`src/rtl/rx_msg_fifo.sv`:
```
module rx_msg_fifo #(
  parameter int DEPTH = 8,
  parameter int DW    = 32,
  parameter int LVL_W = $clog2(DEPTH + 1)
) (
  input  logic             clk,
  input  logic             rst_n,
  input  logic             st_vld,
  input  logic             st_null,
  input  logic [DW-1:0]    st_data,
  input  logic             null_reject,
  input  logic             rd_pop,
  output logic [DW-1:0]    rd_data,
  input  logic [LVL_W-1:0] crit_lvl,
  input  logic             leave_cfg,
  input  logic             enter_startup,
  input  logic             clr_wr,
  input  logic [2:0]       clr_mask,
  input  logic [1:0]       sr_en,
  output logic [31:0]      status,
  output logic [1:0]       sr_flags,
  output logic             irq
);
  localparam int AW = (DEPTH > 1) ? $clog2(DEPTH) : 1;

  logic [DW-1:0]    mem [DEPTH];
  logic [AW-1:0]    wp, rp;
  logic [LVL_W-1:0] cnt;
  logic             ovf, crit_q;

  wire proto_clr = leave_cfg | enter_startup;
  wire accept    = st_vld & ~(st_null & null_reject);
  wire full      = (cnt == LVL_W'(DEPTH));
  wire do_pop    = rd_pop & (cnt != '0);
  wire do_push   = accept & (~full | do_pop);
  wire crit      = (cnt >= crit_lvl);
  wire [2:0] clr = clr_wr ? clr_mask : 3'b000;

  function automatic logic [AW-1:0] adv(input logic [AW-1:0] p);
    return (p == AW'(DEPTH - 1)) ? '0 : p + 1'b1;
  endfunction

  always_ff @(posedge clk)
    if (do_push && !proto_clr) mem[wp] <= st_data;

  always_ff @(posedge clk or negedge rst_n) begin
    if (!rst_n) begin
      wp <= '0; rp <= '0; cnt <= '0;
      ovf <= 1'b0; crit_q <= 1'b0; sr_flags <= '0;
    end else if (proto_clr) begin
      wp <= '0; rp <= '0; cnt <= '0;
      ovf <= 1'b0; crit_q <= 1'b0; sr_flags <= '0;
    end else begin
      if (do_push) wp <= adv(wp);
      if (do_pop)  rp <= adv(rp);
      cnt         <= cnt + LVL_W'(do_push) - LVL_W'(do_pop);
      ovf         <= (ovf & ~clr[2]) | (accept & full & ~do_pop);
      crit_q      <= crit;
      sr_flags[0] <= (sr_flags[0] & ~clr[0]) | do_push;
      sr_flags[1] <= (sr_flags[1] & ~clr[1]) | (crit & ~crit_q);
    end
  end

  assign rd_data = mem[rp];
  assign status  = {16'h0, {(8-LVL_W){1'b0}}, cnt, 5'b0, ovf, crit, cnt != '0};
  assign irq     = |(sr_flags & sr_en);
endmodule


```
`config.mk`:
```
export PLATFORM = sky130hd
export DESIGN_NAME = rx_msg_fifo
export DESIGN_NICKNAME = d
export VERILOG_FILES = /design/src/rtl/rx_msg_fifo.sv
export SDC_FILE = /design/constraint.sdc
export NUM_CORES = 1
export LEC_CHECK = 0
export BUFFER_PORTS_ARGS = -buffer_cell sky130_fd_sc_hd__clkbuf_2
export CAP_MARGIN = 10
export CORE_UTILIZATION = 46
export DETAILED_ROUTE_END_ITERATION = 12
export PLACE_DENSITY = 0.73
export SETUP_SLACK_MARGIN = 0.05
export SYNTH_ARGS = -nofsm -noshare
export SYNTH_HDL_FRONTEND = slang
export SYNTH_SLANG_ARGS = --single-unit
```
`constraint.sdc`:
```
create_clock -name clk -period 4.2 [get_ports clk]
set_clock_uncertainty 0.2 [all_clocks]
set_input_delay 0.63 -clock clk [delete_from_list [all_inputs] [get_ports clk]]
set_output_delay 0.63 -clock clk [all_outputs]
set_load 0.005 [all_outputs]
```
## After elaboration in Yosys (flattened, before gate mapping)

Memory sizes are Yosys's and may differ from the RTL's.
Cells that the tools add are included.

- Flip-flop bits (word level): 14
- ROM bits: 0
- Output and inout port bits: 67
- Memories: 1
- Input bits: 50
- Logic and storage cells: 57
- Latch bits: 0
- RAM bits: 256

- Reduce and logical (&&, ||, !) cells: 6
- Shifts and indexed selects: 0
- Multiply operators: 0
- Equal/unequal tests: 3
- Div/mod/pow operators: 0
- $add $sub $neg: 4
- Multiplexer cells: 13
- Bitwise gates (word level): 23
- Order comparisons: 1

Memories:

| name | depth | width | read ports | clocked after memory_dff | write ports | line | RTL |
|---|---|---|---|---|---|---|---|
| mem | 8 | 32 | 1 | 0 | 1 | 26 | `logic [DW-1:0] mem [DEPTH];` |

Operator list:

| cell | number |
|---|---|
| two-way mux 3 bit | 7 |
| bitwise AND 1 bit | 10 |
| NOT 1 bit | 7 |
| adder 3 x 1 -> 3 bit (second input constant) | 2 |
| == test 3 bit (second input constant) | 2 |
| OR 1 bit | 5 |
| adder 4 x 1 -> 4 bit | 1 |
| == test 4 bit (second input constant) | 1 |
| >= comparator 4 bit | 1 |
| two-way mux 1 bit | 4 |
| two-way mux 4 bit | 1 |
| nonzero test 2 bit | 2 |
| nonzero test 4 bit | 1 |
| subtractor 4 x 1 -> 4 bit | 1 |
| bitwise AND 2 bit | 1 |
| two-way mux 2 bit | 1 |
| OR reduction 2 bit | 1 |
| logical AND 1 bit | 1 |
| zero test 1 bit | 1 |

## Logic depth before layout (Yosys ltp)

- Depth in word-level cells: 7
- Depth in mapped cells: 11
- Gate-level depth less buffers: 11

## Worst setup path before layout

Ideal clock, no wire load.

- Path kind: in2reg
- From: input st_vld
- To: memory mem[1][0] (enable)
- Library setup time: 461 ps
- Path buffers: 0
- Data required time: 3539 ps
- Data arrival time: 3582 ps
- Slack: -43 ps
- Stages: 4
- Cells stage by stage: a21bo_2 -> a31oi_2 -> nand3_1 -> nor3_1

- Longest elaborated chain between the ends: 5

Ends and longest elaborated chain:

| what | line | RTL |
|---|---|---|
| from (decl) | 8 | `input logic st_vld,` |
| bitwise AND 1 bit | 32 | `wire accept = st_vld & ~(st_null & null_reject);` |
| bitwise AND 1 bit | 35 | `wire do_push = accept & (~full \| do_pop);` |
| logical AND 1 bit | 44 | `if (do_push && !proto_clr) mem[wp] <= st_data;` |
| two-way mux 1 bit | 44 |  |
| two-way mux 1 bit (not written as such) | 44 |  |
| to (decl) | 26 |  |

Every way passes these cells.

## Worst setup path after layout

- From: register rp[0]
- To: output rd_data[16]

- Longest elaborated chain between the ends: 1

Ends and longest elaborated chain:

| what | line | RTL |
|---|---|---|
| from (decl) | 27 | `logic [AW-1:0] wp, rp;` |
| from (signal assigned) | 55 | `if (do_pop) rp <= adv(rp);` |
| memory read (8 x 32 bit) | -- |  |
| to (decl) | 13 | `output logic [DW-1:0] rd_data,` |

Every way passes these cells.

==> impl_results.rst <==
.. list-table::
   :header-rows: 1

   * - Metric
     - Value
   * - Top achievable clock speed
     - 275 MHz
   * - Core ar.
     - 22,800 um2
   * - Total number of placement rows
     - 55
   * - Top cell type's share of synthesized area
     - 0.715
   * - Slew Viols, Final
     - 0
   * - Drt wl/cell
     - 20.5 um
   * - Pin count of the biggest net entering global routing
     - 67
   * - Number of global-route vias before repair
     - 5,428
   * - Avg Inst Size Synth
     - 21.3 um2
   * - Kind of capture point of the worst setup path
     - output pin
   * - Inserted Clock Buffers
     - 27
   * - Area of the multi-input gates
     - 2530 um2
   * - Global routing usage summed across all routing layers
     - 0.169
   * - Worst vdd ir
     - 0.000249 V
   * - Hold wc startpoint
     - st_data[4]
   * - CTS Hold Buffers Added
     - 1
   * - Crit path from
     - rp[0]
   * - Setup crit end
     - rd_data[16]
   * - Count of cells along the worst hold path
     - 1
   * - CTS tree
     - built
   * - Area of the mapped netlist
     - 10,800 um2
   * - Clock network latency to the later pin of the worst-skew pair
     - 520 ps
   * - Non-filler cells, final
     - 945
   * - Clock sinks
     - 270
   * - DRT iter0 DRCs
     - 335
   * - Vias/cell
     - 5.41
   * - Worst hold margin
     - 188 ps
   * - Data arrival time at the worst-slack endpoint
     - 2800 ps
   * - Fin crit share
     - 0.865
   * - Power per standard cell area
     - 440 nW/um2
   * - Seq/Total Area, Yosys
     - 0.747
   * - Total wire length
     - 19,400 um
   * - Startpoint types
     - flip-flop
   * - Count of instances resized after the clock tree is built
     - 0
   * - Count of input and output buffers
     - 91
   * - Post-synthesis cell type with the largest combined area
     - edfxtp_1
   * - Post CTS Setup Buffer Count
     - 0
   * - Wire length of the first global-routing pass
     - 30,400 um
   * - Layout cell share with drive strength beyond 1
     - 0.383
   * - Maximum buffer depth of the clock tree
     - 3
   * - Number of fill cells in the layout
     - 1,683
   * - Number of placed instances with taps included
     - 897
   * - Number of nets still failing antenna checks after routing
     - 0
   * - Most used standard cell by instance count after synthesis
     - edfxtp_1
   * - Root Driver
     - clkbuf_16
   * - Die Footprint
     - 24,000 um2
   * - Leakage component of the power
     - 0.00410 uW
   * - Register-to-register setup slack
     - 990 ps
   * - Initial antenna violation count
     - 1
   * - Count of yosys warnings during synthesis
     - 0
   * - Critical path fanouts, max
     - 41
   * - Unrepaired setup endpoints after global routing
     - no
   * - Sum of negative setup slack
     - 0 ps
   * - Count of vias placed by the detailed router
     - 5,112
   * - Final HPWL from detailed placement
     - 11,700 um
   * - Boundary pin count
     - 117
   * - Flops & latches, synth
     - 270
   * - Total global routing overflow
     - 0
   * - Final Critical Period
     - 3630 ps
   * - Tightest Hold Check Type
     - input pin to flip-flop
   * - Top cells by instance count after synthesis
     - 256 x edfxtp_1, 61 x mux4_2, 32 x mux2_2
   * - Max-capacitance violation count
     - 0
   * - Count of final setup violators
     - 0
   * - Number of synthesized flops with an enable pin
     - 256
   * - Endpoints failing hold
     - 0
   * - CTS H-tree lvls
     - 1
   * - Start of the worst register-to-register path
     - cnt[2]
   * - Synth-to-Final Area Change
     - 15.0%
   * - Clock-pin slew on the worst setup and hold paths
     - 60 ps
   * - Cell depth of the worst flop-to-flop path
     - 7
   * - Number of distinct library cell variants in the gate-level netlist after synthesis
     - 34
   * - Outcome
     - finished, final reports clean
   * - Inserted Diodes
     - 0
   * - Cells after synthesis
     - 506
   * - Overall power after layout
     - 5440 uW
   * - Die extent in y
     - 155 um
   * - Final estimated routing congestion in global placement
     - 0.799
   * - Fraction of synthesis flops using an asynchronous set or reset pin
     - 0.0519
   * - Starting Density
     - 0.472
   * - Worst slew pin tran
     - 993 ps
   * - Worst Path Required
     - 3370 ps
   * - Headroom to the max-slew limit
     - 0.338
   * - DR DRC count
     - 0
   * - Predominant post-synthesis flop cell
     - edfxtp_1
   * - Terminus of the critical flop-to-flop path
     - mem[1][5]
   * - Overall die width
     - 155 um
   * - Final net count
     - 678
   * - Most area-consuming cells after synthesis
     - edfxtp_1 71%, mux4_2 13%, mux2_2 3.3%
   * - Footprint of the flip-flops and latches
     - 8040 um2
   * - Length of the first detailed-routing pass in iterations
     - 5
   * - WS Path Type
     - flip-flop to output pin
## layout make-up
| class | count | area share |
|---|---|---|
| inverter | 7 | 0.00212 |
| tap | 313 | 0.0317 |
| multi-input combinational | 206 | 0.205 |
| sequential | 270 | 0.650 |
| clock buffer | 37 | 0.0577 |
| clock inverter | 10 | 0.00668 |
| timing repair buffer | 102 | 0.0467 |
## registers in the layout (all words and copies together), names as in the netlist
signal and cells:
crit_q 1, wp 3, rp 3, mem 256, ovf 1, sr_flags 2, cnt 4
## placed cells by master (no fill, tap or decap), types with 2 or more instances in the layout
cell type,n
nand2b_1,4
nor2_1,5
o21ai_0,4
nand3b_1,2
nand2_1,20
dfrtp_1,11
nand3_1,2
edfxtp_1,256
clkbuf_1,10
mux4_1,3
xnor2_1,2
buf_12,3
nor3_4,2
nor2_4,6
mux2_2,32
and2_1,4
clkinv_2,2
clkbuf_16,27
mux4_2,61
dfrtp_2,2
conb_1,25
clkbuf_2,91
clkinv_1,4
a21oi_1,8
ha_1,13
buf_4,7
nand4b_1,2
inv_1,7
## power by group
| part | internal (uW) | switching [uW] | leakage [uW] |
|---|---|---|---|
| sequential | 2970 | 25.8 | 0.00249 |
| clock | 1250 | 917 | 0.000383 |
| combinational | 140 | 144 | 0.00123 |
## stage by stage
stage | cell area, um2 | worst slack, ps | util
floorplan | 10900 | 808 | -
global placement | 11600 | 996 | 0.508
detailed placement | 11600 | 922 | 0.508
CTS | 12400 | 456 | 0.543
global route | 12400 | 377 | 0.543
finish | 12400 | 568 | 0.543
## routing by layer
| metal | track usage | part of all wire |
|---|---|---|
| met5 | 0 | 0.00046 |
| met4 | 0.0453 | 0.019 |
| met3 | 0.0323 | 0.063 |
| met2 | 0.290 | 0.51 |
| met1 | 0.220 | 0.41 |
## critical path, cell delays in order, from the launching register on
cell      delay (ps)
dfrtp_4          940
buf_12           340
mux4_2           570
mux2_2           280
clkbuf_2         110
## worst min path at each step
stage	to	slack, ps
floorplan	cnt[0]	130
global placement	ovf	330
detailed placement	ovf	330
CTS	mem[3][4]	160
global route	mem[3][4]	170
finish	mem[4][4]	190
## cells by family (layout without fill, tap and decap cells)
group           Yosys count  after routing  share of synthesized area
xor+xnor                  2              2                    0.00163
mux                      96             96                      0.169
compound gates           17             17                    0.00989
simple gates             52             52                     0.0234
other cells               1             25                   0.000349
buf+inv                  54            156                     0.0322
fa+ha+maj                14             14                     0.0170
flops                   270            270                      0.747
No activity file was read; power rests on OpenSTA's default activity.
